===== src/rtl/pic_pkg.sv =====
`timescale 1ns/100ps
package pic_pkg;
  localparam int LVL_W       = 3;
  localparam int CTL_REQ_BIT = 3;
  localparam int CTL_POL_BIT = 4;
  typedef logic [LVL_W-1:0] lvl_t;
endpackage


===== src/rtl/pic_pin_sync.sv =====
`timescale 1ns/100ps
module pic_pin_sync #(
  parameter int NUM_EXT = 2
) (
  input  logic               clk,
  input  logic               rst_n,
  input  logic [NUM_EXT-1:0] pin_in,
  input  logic [NUM_EXT-1:0] pol,
  output logic [NUM_EXT-1:0] pin_lvl,
  output logic [NUM_EXT-1:0] pin_edge
);
  logic [NUM_EXT-1:0] s1_q, s2_q, prev_q;

  always_ff @(posedge clk or negedge rst_n) begin
    if (!rst_n) begin
      s1_q   <= '0;
      s2_q   <= '0;
      prev_q <= '0;
    end else begin
      s1_q   <= pin_in;
      s2_q   <= s1_q;
      prev_q <= s2_q;
    end
  end

  assign pin_lvl = s2_q;

  for (genvar g = 0; g < NUM_EXT; g++) begin : g_edge
    assign pin_edge[g] = pol[g] ? (s2_q[g] & ~prev_q[g]) : (~s2_q[g] & prev_q[g]);

    // with the polarity unchanged, two active edges cannot come back to back
    a_r3_edge_spaced: assert property (@(posedge clk) disable iff (!rst_n)
      pin_edge[g] |=> (pol[g] != $past(pol[g])) || !pin_edge[g]);
  end
endmodule


===== src/rtl/pic_src_slot.sv =====
`timescale 1ns/100ps
module pic_src_slot import pic_pkg::*; #(
  parameter bit IS_EXT = 1'b0,
  parameter int DATA_W = 8
) (
  input  logic              clk,
  input  logic              rst_n,
  input  logic              wr_en,
  input  logic [DATA_W-1:0] wdata,
  input  logic              hw_evt,
  input  logic              pin_lvl,
  input  logic              ack_clr,
  output lvl_t              lvl_o,
  output logic              req_o,
  output logic              pol_o,
  output logic [DATA_W-1:0] ctl_o
);
  lvl_t lvl_q;
  logic req_q, pol_q;
  logic pol_new, pol_side, sw_clr;

  always_comb begin
    pol_new = pol_q;
    if (IS_EXT && wr_en) pol_new = wdata[CTL_POL_BIT];
    pol_side = IS_EXT && wr_en && (pol_new != pol_q) && (pol_new ? pin_lvl : !pin_lvl);
    sw_clr   = wr_en && !wdata[CTL_REQ_BIT];
  end

  always_ff @(posedge clk or negedge rst_n) begin
    if (!rst_n) begin
      lvl_q <= '0;
      req_q <= 1'b0;
      pol_q <= 1'b0;
    end else begin
      if (wr_en) lvl_q <= wdata[LVL_W-1:0];
      pol_q <= pol_new;
      if (hw_evt || pol_side)     req_q <= 1'b1;
      else if (sw_clr || ack_clr) req_q <= 1'b0;
    end
  end

  always_comb begin
    ctl_o = '0;
    ctl_o[LVL_W-1:0]   = lvl_q;
    ctl_o[CTL_REQ_BIT] = req_q;
    ctl_o[CTL_POL_BIT] = pol_q;
  end

  assign lvl_o = lvl_q;
  assign req_o = req_q;
  assign pol_o = pol_q;

  // an event always leaves the flag set
  a_r2_evt_sets: assert property (@(posedge clk) disable iff (!rst_n)
    hw_evt |=> req_q);
  // an acknowledge clear with no competing set leaves the flag low
  a_r7_ack_clears: assert property (@(posedge clk) disable iff (!rst_n)
    (ack_clr && !hw_evt && !pol_side) |=> !req_q);
  // a write lands its level field
  a_r1_lvl_write: assert property (@(posedge clk) disable iff (!rst_n)
    wr_en |=> lvl_q == $past(wdata[LVL_W-1:0]));
  // a polarity write onto an already active level raises the flag
  a_r4_pol_side: assert property (@(posedge clk) disable iff (!rst_n)
    pol_side |=> req_q);
endmodule


===== src/rtl/pic_arbiter.sv =====
`timescale 1ns/100ps
module pic_arbiter import pic_pkg::*; #(
  parameter int NUM_SRC = 8,
  parameter int IDX_W   = $clog2(NUM_SRC)
) (
  input  lvl_t [NUM_SRC-1:0] lvl,
  input  logic [NUM_SRC-1:0] req,
  output logic               win_valid,
  output logic [IDX_W-1:0]   win_idx,
  output lvl_t               win_lvl
);
  always_comb begin
    win_valid = 1'b0;
    win_idx   = '0;
    win_lvl   = '0;
    for (int i = 0; i < NUM_SRC; i++) begin
      if (req[i] && (lvl[i] > win_lvl)) begin
        win_valid = 1'b1;
        win_idx   = IDX_W'(i);
        win_lvl   = lvl[i];
      end
    end
  end
endmodule


===== src/rtl/prio_irq_ctrl.sv =====
`timescale 1ns/100ps
module prio_irq_ctrl import pic_pkg::*; #(
  parameter int NUM_SRC = 8,
  parameter int NUM_EXT = 2,
  parameter int ADDR_W  = 4,
  parameter int DATA_W  = 8,
  parameter int NUM_W   = $clog2(NUM_SRC + 1)
) (
  input  logic                       clk,
  input  logic                       rst_n,
  input  logic [NUM_EXT-1:0]         ext_pin,
  input  logic [NUM_SRC-NUM_EXT-1:0] int_evt,
  input  logic                       bus_sel,
  input  logic                       bus_wr,
  input  logic [ADDR_W-1:0]          bus_addr,
  input  logic [DATA_W-1:0]          bus_wdata,
  output logic [DATA_W-1:0]          bus_rdata,
  input  logic                       gie,
  input  logic [LVL_W-1:0]           cpu_ipl,
  output logic                       irq,
  output logic [NUM_W-1:0]           irq_num,
  output logic [LVL_W-1:0]           irq_lvl
);
  localparam int IDX_W = $clog2(NUM_SRC);

  logic [NUM_EXT-1:0] pin_lvl, pin_edge, pin_pol;
  lvl_t [NUM_SRC-1:0] slot_lvl;
  logic [NUM_SRC-1:0] slot_req, slot_pol;
  logic [NUM_SRC-1:0][DATA_W-1:0] slot_ctl;
  logic [NUM_SRC-1:0] wr_vec, evt_vec, plv_vec, clr_vec;

  logic             rd_en, ack_rd;
  logic             win_valid;
  logic [IDX_W-1:0] win_idx;
  lvl_t             win_lvl;
  logic [NUM_W-1:0] win_num;
  logic [DATA_W-1:0] ack_word, rd_word, rdata_q;

  assign rd_en  = bus_sel && !bus_wr;
  assign ack_rd = rd_en && (bus_addr == '0);

  pic_pin_sync #(.NUM_EXT(NUM_EXT)) u_pins (
    .clk(clk), .rst_n(rst_n), .pin_in(ext_pin), .pol(pin_pol),
    .pin_lvl(pin_lvl), .pin_edge(pin_edge)
  );
  assign pin_pol = slot_pol[NUM_EXT-1:0];

  for (genvar i = 0; i < NUM_SRC; i++) begin : g_src
    assign wr_vec[i]  = bus_sel && bus_wr && (bus_addr == ADDR_W'(i + 1));
    assign clr_vec[i] = ack_rd && win_valid && (win_idx == IDX_W'(i));
    if (i < NUM_EXT) begin : g_ext
      assign evt_vec[i] = pin_edge[i];
      assign plv_vec[i] = pin_lvl[i];
    end else begin : g_int
      assign evt_vec[i] = int_evt[i - NUM_EXT];
      assign plv_vec[i] = 1'b0;
    end

    pic_src_slot #(.IS_EXT(i < NUM_EXT), .DATA_W(DATA_W)) u_slot (
      .clk(clk), .rst_n(rst_n), .wr_en(wr_vec[i]), .wdata(bus_wdata),
      .hw_evt(evt_vec[i]), .pin_lvl(plv_vec[i]), .ack_clr(clr_vec[i]),
      .lvl_o(slot_lvl[i]), .req_o(slot_req[i]), .pol_o(slot_pol[i]),
      .ctl_o(slot_ctl[i])
    );

    // no enabled pending source outranks the reported winner
    a_r5_no_higher: assert property (@(posedge clk) disable iff (!rst_n)
      (slot_req[i] && slot_lvl[i] != '0) |-> (win_valid && slot_lvl[i] <= win_lvl));
    // on a tied level the lowest index is chosen
    a_r5_tie_low: assert property (@(posedge clk) disable iff (!rst_n)
      (slot_req[i] && slot_lvl[i] != '0 && slot_lvl[i] == win_lvl) |-> (win_idx <= IDX_W'(i)));
  end

  pic_arbiter #(.NUM_SRC(NUM_SRC), .IDX_W(IDX_W)) u_arb (
    .lvl(slot_lvl), .req(slot_req),
    .win_valid(win_valid), .win_idx(win_idx), .win_lvl(win_lvl)
  );

  assign win_num = NUM_W'(win_idx) + NUM_W'(1);

  always_comb begin
    ack_word = '0;
    if (win_valid) begin
      ack_word[NUM_W-1:0]          = win_num;
      ack_word[DATA_W-1 -: LVL_W]  = win_lvl;
    end
  end

  always_comb begin
    rd_word = '0;
    if (bus_addr == '0) rd_word = ack_word;
    else begin
      for (int i = 0; i < NUM_SRC; i++)
        if (bus_addr == ADDR_W'(i + 1)) rd_word = slot_ctl[i];
    end
  end

  always_ff @(posedge clk or negedge rst_n) begin
    if (!rst_n)     rdata_q <= '0;
    else if (rd_en) rdata_q <= rd_word;
  end
  assign bus_rdata = rdata_q;

  assign irq_num = win_valid ? win_num : '0;
  assign irq_lvl = win_lvl;
  assign irq     = gie && win_valid && (win_lvl > cpu_ipl);

  // a raised request always outranks the processor level
  a_r6_irq_level: assert property (@(posedge clk) disable iff (!rst_n)
    irq |-> (gie && irq_lvl > cpu_ipl && irq_num != '0));
  // acknowledging with nothing pending yields a zero word
  a_r7_empty_ack: assert property (@(posedge clk) disable iff (!rst_n)
    (ack_rd && !win_valid) |=> (bus_rdata == '0));
endmodule


===== config.mk =====
export PLATFORM = sky130hd
export DESIGN_NAME = prio_irq_ctrl
export DESIGN_NICKNAME = d
export VERILOG_FILES = /design/src/rtl/pic_pkg.sv /design/src/rtl/pic_pin_sync.sv /design/src/rtl/pic_src_slot.sv /design/src/rtl/pic_arbiter.sv /design/src/rtl/prio_irq_ctrl.sv
export SDC_FILE = /design/constraint.sdc
export NUM_CORES = 1
export LEC_CHECK = 0
export BUFFER_PORTS_ARGS = -buffer_cell sky130_fd_sc_hd__buf_2
export CAP_MARGIN = 20
export CORE_UTILIZATION = 30
export DETAILED_ROUTE_END_ITERATION = 6
export SLEW_MARGIN = 20
export SYNTH_ARGS = -nofsm -noshare
export SYNTH_HDL_FRONTEND = slang
export SYNTH_HIERARCHICAL = 1
export SYNTH_SLANG_ARGS = --single-unit

===== constraint.sdc =====
create_clock -name clk -period 25.9 [get_ports clk]
set_input_delay 5.18 -clock clk [delete_from_list [all_inputs] [get_ports clk]]
set_output_delay 5.18 -clock clk [all_outputs]
set_load 0.02 [all_outputs]

==> reports/qor.yml, run 1 <==
drt:
  vias_per_cell: 5.391
  first_iter_violations: 264
  wl_mm: 11.19
  drc: 0
  detail-route-antenna-nets: 0
  route.met3.wl_um: 467
  wl_per_cell_um: 16.34
  vias: 3693
  dr.pass1.iters: 5
  wl_met2_mm: 5.465
  wirelength_met1_mm: 5.004
  top_layer: "met4"
global_routing:
  grt_max_degree: 49
  grt_pass1_vias: 3508
  antenna_found_initial: 0
  grt_pass1_wl_mm: 17.97
  grt_usage: 0.1517
  grt_overflow: 0
cts:
  cts_resized: 0
  clk_path_buf_depth: 2
  clk_latency_ns: 0.29
  cts_tree: "done"
  cts_hold_buf: 0
  clock_tree.root_cell: "clkbuf_16"
  numCtsBuffers: 5
  postCtsSetupBuffers: 0
  h-tree-depth: 2
  clkTransAtPathRegs_ns: 0.06
  cts_num_sinks: 48
finish:
  layout.nets: 550
  design_area_um2: 4556
  fillCellCount: 1506
  final_cells: 685
  area_growth_pct: 2.737
  diodes: 0
  drive_gt1_frac: 0.2096
synth:
  synth.avg_cell_area_um2: 8.816
  syn_area_um2: 4434
  ys_warn_count: 6
  syn_inst: 503
setup_path:
  end_kind: "output port"
  arrival_ns: 11.97
  cp_max_fo: 10
  crit_slowest_cell: "dfrtp_1"
  cp-start-kind: "flip-flop"
  critPathMaxStageDelay_ns: 0.45
  crit_top_cell: "ha_1"
  criticalPathCategory: "flip-flop to output port"
  required_ns: 20.72
sta:
  setup-violations-final: 0
  worstMarginPinSlew_ns: 1.038
  fin_skew_ns: 0.006432
  grt_setup_unrepaired: "false"
  fin_crit_ns: 17.15
  slew_headroom: 0.3014
  fin_crit_sh: 0.6621
  drv_slew: 0
  hold_viol: 0
  fin_setup_tns_ns: 0
  fmax_ghz: 0.05832
place:
  place_area_um2: 4422
  port_buffers: 40
  dp_hpwl_mm: 8.634
  place.gp.congestion: 0.9254
  place_inst: 678
power_and_ir_drop:
  leakage_nw: 2.030
  p_comb_frac: 0.679
  internal-power_w: 0.0002501
  peakVddDrop_v: 0.00005568
  p_total_w: 0.0005080
  power.density_nw_per_um2: 111.5
  power_switching_w: 0.0002579
  p_seq_frac: 0.199
  p_clk_frac: 0.122
  swShare: 0.5077
floorplanning:
  fp.coreArea_um2: 14480
  die_width_um: 123.6
  io_pins: 44
  dieArea_um2: 15270
  initial_core_util: 0.3063
  fp.dieH_um: 123.6
  placementRows: 44
status:
  outcome: "finished clean"
min_path:
  min_path_type: "flip-flop to flip-flop"
run:
  max_cap_violations: 0
-- registers in the layout, summed over array words and instances, names as in the netlist --
register and cells:
g_src.u_slot/pol_o 2, g_src.u_slot/lvl_o 24, u_pins/s1_q 2, u_pins/pin_lvl 2
bus_rdata 8, g_src.u_slot/req_o 8, u_pins/prev_q 2
-- power groups by stage --
stage / clock network (W) / logic [W] / registers (W)
2_1_floorplan: 0 / 0.000267 / 0.0000976
3_3_place_gp: 0 / 0.000331 / 0.000102
3_5_place_dp: 0 / 0.000340 / 0.000102
4_1_cts: 0.0000637 / 0.000343 / 0.000101
5_1_grt: 0.0000658 / 0.000381 / 0.000103
6_report: 0.0000620 / 0.000345 / 0.000101
-- final cells by class --
type	instances	area, µm²	share of cell area
Sequential cell	48	1201	0.2637
Multi-Input combinational cell	371	2650	0.5817
Clock buffer	6	128.9	0.02829
Timing Repair Buffer	43	220.2	0.04834
Inverter	32	120.1	0.02637
Clock inverter	1	5.005	0.001099
Tap cell	184	230.2	0.05054
-- critical path, delay by kind of cell (launching register included) --
family | cells | cell delay (ns)
AO/OA/AOI/OAI | 22 | 4.68
adder cells (fa/ha/maj) | 9 | 2.55
buffers and inverters | 5 | 0.58
AND/OR/NAND/NOR | 15 | 2.43
multiplexers | 3 | 1.00
flip-flops | 1 | 0.45
-- worst paths after layout --
path,start,endpoint,slack [ns],depth (start not counted)
min,u_pins/s1_q[1],u_pins/pin_lvl[1],0.35,0
min in group asynchronous,rst_n,u_pins/s1_q[1],4.99,2
max,g_src[0].u_slot/req_o,irq,8.75,54
min reg2reg,u_pins/s1_q[1],u_pins/pin_lvl[1],0.35,0
max in group asynchronous,rst_n,g_src[5].u_slot/req_o,20.45,2
max reg2reg,g_src[0].u_slot/req_o,g_src[1].u_slot/req_o,13.63,52
-- metrics by stage --
step | utilization | hold slack (ns) | setup WS, ns
floorplan | - | 0.3312 | 10.09
global placement | 0.3050 | 0.3360 | 9.542
detailed placement | 0.3054 | 0.3389 | 9.202
CTS | 0.3146 | 0.3538 | 8.816
global route | 0.3146 | 0.3560 | 7.936
finish | 0.3146 | 0.3503 | 8.753
-- metal layers --
metal,global-route usage,up-vias
met1,0.1966,1824
li1,-,1732
met3,0.01694,24
met5,0,-
met2,0.2580,113
met4,0.05798,0
-- cells in the final DEF, fill, tap and decap left out, types with 12 or more instances in the layout --
master / instances
o21ai_0: 17
mux2_2: 30
mux2i_1: 12
nand2_1: 34
nand2b_1: 16
inv_1: 31
nor2_1: 25
ha_1: 21
dfrtp_1: 48
conb_1: 30
o22ai_1: 13
buf_2: 41
a21oi_1: 27
Power figures use the tool's default switching activity.
==> run 2: changes to the inputs <==
- clock period: 25.9 -> 15.7 ns (I/O delays scaled with it)
==> run 2 against run 1 <==
Routed wire length is 0.12% lower. Register-to-register slack got worse by 10 ns. Highest routed layer unchanged. Combinational power rose by 68%. Critical path type unchanged.
==> reports/qor.yml, run 2 (synthesized netlist as in run 1, its figures left out) <==
cts:
  cts_tree: "done"  # unchanged
  cts_hold_buf: 0  # unchanged
  numCtsBuffers: 5  # unchanged
  clk_latency_ns: 0.29  # about the same
  clkTransAtPathRegs_ns: 0.06  # about the same
  postCtsSetupBuffers: 0  # unchanged
  clk_path_buf_depth: 2  # unchanged
  cts_num_sinks: 48  # unchanged
  h-tree-depth: 2  # unchanged
  clock_tree.root_cell: "clkbuf_16"  # unchanged
setup_path:
  cp_max_fo: 10  # unchanged
  crit_slowest_cell: "dfrtp_1"  # unchanged
  required_ns: 12.56  # was 20.72 ns
  critPathMaxStageDelay_ns: 0.44  # was 0.45 ns
  end_kind: "output port"  # unchanged
  criticalPathCategory: "flip-flop to output port"  # unchanged
  arrival_ns: 11.67  # was 11.97 ns
  crit_start: "g_src[0].u_slot/req_o"  # unchanged
  crit_top_cell: "ha_1"  # unchanged
  r2r-start: "g_src[0].u_slot/req_o"  # unchanged
  cp-start-kind: "flip-flop"  # unchanged
min_path:
  min-delay-start: "u_pins/s1_q[1]"  # unchanged
  min_path_type: "flip-flop to flip-flop"  # unchanged
status:
  outcome: "finished clean"  # unchanged
power_and_ir_drop:
  peakVddDrop_v: 0.0001116  # was 0.00005568 V
  power.density_nw_per_um2: 187.9  # was 111.5 nW/µm²
  leakage_nw: 2.046  # was 2.030 nW
floorplanning:
  initial_core_util: 0.3063  # unchanged
  fp.coreArea_um2: 14480  # unchanged
  placementRows: 44  # unchanged
  fp.dieH_um: 123.6  # unchanged
  io_pins: 44  # unchanged
  dieArea_um2: 15270  # unchanged
  die_width_um: 123.6  # unchanged
finish:
  final_common_cell: "dfrtp_1"  # unchanged
  fillCellCount: 1500  # was 1506
  largest_reg_flops: 24  # unchanged
  layout.nets: 550  # unchanged
  design_area_um2: 4607  # was 4556 µm²
  final_cell_mix: "dfrtp_1, buf_2, nand2_1"  # unchanged
  area_growth_pct: 3.894  # was 2.737%
  diodes: 0  # unchanged
  drive_gt1_frac: 0.2151  # was 0.2096
sta:
  drv_slew: 0  # unchanged
  fin_setup_tns_ns: 0  # unchanged
  hold_viol: 0  # unchanged
  worstMarginPinSlew_ns: 1.034  # was 1.038 ns
  fin_crit_sh: 0.9434
  fin_skew_ns: 0.005053  # was 0.006432 ns
  setup-violations-final: 0  # unchanged
  fmax_ghz: 0.06751
  slew_headroom: 0.3040  # was 0.3014
  fin_crit_ns: 14.81
place:
  place_area_um2: 4422  # unchanged
  dp_hpwl_mm: 8.621  # was 8.634 mm
  place.gp.congestion: 0.9255  # was 0.9254
  port_buffers: 40  # unchanged
drt:
  detail-route-antenna-nets: 0  # unchanged
  wl_mm: 11.18  # was 11.19 mm
  drc: 0  # unchanged
  vias: 3629  # was 3693
  wl_per_cell_um: 16.30  # was 16.34 µm
  dr.pass1.iters: 4  # was 5
  first_iter_violations: 265  # was 264
  vias_per_cell: 5.290  # was 5.391
global_routing:
  grt_max_degree: 49  # unchanged
  grt_pass1_vias: 3499  # was 3508
  grt_usage: 0.1502  # was 0.1517
  antenna_found_initial: 0  # unchanged
  grt_pass1_wl_mm: 17.93  # was 17.97 mm
  grt_overflow: 0  # unchanged
run:
  max_cap_violations: 0  # unchanged
## run 2: area by class of cell
| type | count | area, µm² | area share |
|---|---|---|---|
| Clock buffer | 6 | 128.9 | 0.02797 |
| Clock inverter | 2 | 35.03 | 0.007605 |
| Inverter | 32 | 120.1 | 0.02607 |
| Multi-Input combinational cell | 371 | 2671 | 0.5798 |
| Sequential cell | 48 | 1201 | 0.2607 |
| Tap cell | 184 | 230.2 | 0.04997 |
| Timing Repair Buffer | 43 | 220.2 | 0.04780 |
## run 2: stage by stage
step	hold WS, ns	util	setup WS, ns	total power [W]	instances
3_3_place_gp	0.3359	0.3050	1.383	0.0007142	677
3_5_place_dp	0.3404	0.3054	1.100	0.0007278	678
2_1_floorplan	0.3312	-	1.928	0.0006017	525
6_report	0.3526	0.3182	0.8881	0.0008657	686
4_1_cts	0.3552	0.3167	0.7333	0.0008551	686
5_1_grt	0.3677	0.3182	-0.0004396	0.0009380	686
## run 2: what timing repair did
item / CTS / global route
setup endpoints to repair: 0 / 5
endpoints found under the hold margin: 0 / 0
gates resized for setup: 0 / 3
## run 2: report_power, final
part / total [W] / switching, W / internal (W)
Combinational: 0.000578 / 0.000361 / 0.000217
Sequential: 0.000167 / 0.0000241 / 0.000142
Clock: 0.000121 / 0.0000463 / 0.0000750
Total: 0.000866 / 0.000431 / 0.000434
## run 2: final timing paths
kind	slack, ns	cells after the start	endpoint
worst min register to register	0.35	0	u_pins/pin_lvl[1]
max in group asynchronous	12.31	2	g_src[4].u_slot/lvl_o[0]
min in group asynchronous	2.95	2	g_src[1].u_slot/pol_o
worst max-delay path	0.89	54	irq
worst min-delay path	0.35	0	u_pins/pin_lvl[1]
worst max register to register	3.53	52	g_src[0].u_slot/req_o
## run 2: worst max-delay path, delay by kind of cell (launching register included)
kind	cells	cell delay (ns)
flip-flops	1	0.44
AO/OA/AOI/OAI	22	4.56
multiplexers	3	1.00
AND/OR/NAND/NOR	15	2.40
buffers and inverters	5	0.57
adder cells (fa/ha/maj)	9	2.39
## run 2: layer usage
layer	track usage	routed length, µm	up-vias
met5	0	0	-
met4	0.05497	293	0
met3	0.01419	315	23
met2	0.2531	5464	88
met1	0.1993	5107	1777
li1	-	-	1741
==> run 3: changes to the inputs <==
- CTS_BUF_LIST: unset -> sky130_fd_sc_hd__clkbuf_4
- MAX_ROUTING_LAYER: unset -> met4
==> run 3 against run 2 <==
Cell area down 1.4%. Non-clock buffer count is 1 lower. Global-route usage grew 0.64 points. Register-to-register slack better by 0.08 ns. Sequential share of layout area grew 0.37 points. Critical endpoint is now irq_num[1]. Largest cell class unchanged.
==> reports/qor.yml, run 3 (synthesized netlist as in run 1, its figures left out) <==
floorplanning:
  io_pins: 44  # unchanged
  fp.dieH_um: 123.6  # unchanged
  placementRows: 44  # unchanged
  initial_core_util: 0.3063  # unchanged
  fp.coreArea_um2: 14480  # unchanged
  die_width_um: 123.6  # unchanged
  dieArea_um2: 15270  # unchanged
run:
  max_cap_violations: 0  # unchanged
finish:
  fillCellCount: 1512  # was 1500
  diodes: 0  # unchanged
  largest_reg_flops: 24  # unchanged
  layout.nets: 549  # was 550
  design_area_um2: 4543  # was 4607 µm²
  final_cell_mix: "dfrtp_1, buf_2, nand2_1"  # unchanged
  area_growth_pct: 2.455  # was 3.894%
  drive_gt1_frac: 0.2236  # was 0.2151
  final_common_cell: "dfrtp_1"  # unchanged
cts:
  clkTransAtPathRegs_ns: 0.13  # was 0.06 ns
  numCtsBuffers: 5  # unchanged
  cts_hold_buf: 0  # unchanged
  clock_tree.root_cell: "clkbuf_4"  # was clkbuf_16
  cts_tree: "done"  # unchanged
  h-tree-depth: 2  # unchanged
  clk_path_buf_depth: 2  # unchanged
  cts_num_sinks: 48  # unchanged
  clk_latency_ns: 0.38  # was 0.29 ns
setup_path:
  required_ns: 12.56  # about the same
  critPathMaxStageDelay_ns: 0.68  # was 0.44 ns
  cp_max_fo: 10  # unchanged
  cp_num_buf_inv: 4  # was 5
  crit_slowest_cell: "or4_1"  # was dfrtp_1
  cp-start-kind: "flip-flop"  # unchanged
  arrival_ns: 11.68  # was 11.67 ns
  criticalPathCategory: "flip-flop to output port"  # unchanged
  end_kind: "output port"  # unchanged
  cp_top_family: "simple AND/OR/NAND/NOR gates"  # was compound AO/OA/AOI/OAI gates
  crit_top_cell: "ha_1"  # unchanged
global_routing:
  grt_usage: 0.1566  # was 0.1502
  grt_pass1_vias: 3485  # was 3499
  grt_overflow: 0  # unchanged
  grt_pass1_wl_mm: 18.03  # was 17.93 mm
  grt_max_degree: 49  # unchanged
  antenna_found_initial: 0  # unchanged
drt:
  detail-route-antenna-nets: 0  # unchanged
  wl_mm: 11.12  # was 11.18 mm
  first_iter_violations: 237  # was 265
  drc: 0  # unchanged
  vias: 3566  # was 3629
  vias_per_cell: 5.206  # was 5.290
  dr.pass1.iters: 5  # was 4
  wl_per_cell_um: 16.23  # was 16.30 µm
sta:
  fmax_ghz: 0.06745  # was 0.06751 GHz
  hold_viol: 0  # unchanged
  fin_crit_sh: 0.9443  # was 0.9434
  slew_headroom: 0.4214  # was 0.3040
  worstMarginPinSlew_ns: 0.8600  # was 1.034 ns
  fin_skew_ns: 0.01296  # was 0.005053 ns
  setup-violations-final: 0  # unchanged
  drv_slew: 0  # unchanged
  holdWs_ns: 0.3666  # was 0.3526 ns
  fin_crit_ns: 14.82  # was 14.81 ns
  setup_ws_ns: 0.8752  # was 0.8881 ns
place:
  place.gp.congestion: 0.9380  # was 0.9255
  place_area_um2: 4415  # was 4422 µm²
  port_buffers: 40  # unchanged
  dp_hpwl_mm: 8.540  # was 8.621 mm
  dpl_worst_slack_ns: 1.082  # was 1.100 ns
power_and_ir_drop:
  power_switching_w: 0.0004270  # was 0.0004313 W
  peakVddDrop_v: 0.0001115  # was 0.0001116 V
  p_comb_frac: 0.706  # was 0.668
  power.density_nw_per_um2: 182.4  # was 187.9 nW/µm²
  swShare: 0.5155  # was 0.4982
  internal-power_w: 0.0004014  # was 0.0004344 W
  leakage_nw: 2.002  # was 2.046 nW
  p_seq_frac: 0.201  # was 0.192
  p_clk_frac: 0.093  # was 0.140
status:
  outcome: "finished clean"  # unchanged
min_path:
  min_path_type: "flip-flop to flip-flop"  # unchanged
-- run 3: cell types whose count changed in the layout (fill, tap and decap cells not counted), moves of 2 or more --
cell	previous run	this run
nor4_1	4	2
clkbuf_16	5	0
buf_2	41	39
clkbuf_4	0	6
nor4_2	0	2
-- run 3: timing repair --
| action | in CTS | in global routing |
|---|---|---|
| setup buffers | 0 | 1 |
| setup endpoints to repair | 0 | 5 |
| gates resized for setup | 0 | 6 |
-- run 3: worst paths after layout --
kind                            cells after the start                   from                        to  slack, ns
min in group asynchronous                           1                  rst_n         u_pins/pin_lvl[1]       2.76
worst max-delay path                               50  g_src[0].u_slot/req_o                irq_num[1]       0.88
worst min-delay path                                0         u_pins/s1_q[1]         u_pins/pin_lvl[1]       0.37
max in group asynchronous                           1                  rst_n  g_src[4].u_slot/lvl_o[1]      12.51
worst max register to register                     52  g_src[0].u_slot/req_o     g_src[1].u_slot/req_o       3.61
worst min register to register                      0         u_pins/s1_q[1]         u_pins/pin_lvl[1]       0.37
-- run 3: layout make-up --
class | instances | area [µm²] | area share
multi-input combinational | 371 | 2694 | 0.5929
sequential | 48 | 1201 | 0.2644
tap | 184 | 230.2 | 0.05067
timing repair buffer | 42 | 217.7 | 0.04792
inverter | 32 | 120.1 | 0.02644
clock buffer | 6 | 45.04 | 0.009915
clock inverter | 2 | 35.03 | 0.007711
-- run 3: power groups by stage --
stage / Combinational (W) / Sequential [W] / Clock (W)
2_1_floorplan: 0.000441 / 0.000161 / 0
3_5_place_dp: 0.000560 / 0.000169 / 0
5_1_grt: 0.000651 / 0.000170 / 0.0000842
4_1_cts: 0.000563 / 0.000166 / 0.0000785
6_report: 0.000585 / 0.000167 / 0.0000773
3_3_place_gp: 0.000547 / 0.000168 / 0
-- run 3: through the flow --
stage                     setup TNS (ns)  power (W)  std cells  utilization
after floorplan                        0  0.0006017        525            -
after global placement                 0  0.0007149        676       0.3045
after detailed placement               0  0.0007283        676       0.3050
after CTS                              0  0.0008072        684       0.3105
after global routing            -0.01090  0.0009054        685       0.3138
final                                  0  0.0008285        685       0.3138
-- run 3: routing by layer --
layer	share of wire	global-route usage	vias up
met5	0	-	-
met4	0.020	0.05196	0
met3	0.034	0.01694	19
met2	0.49	0.2556	78
met1	0.45	0.2022	1739
li1	-	-	1730
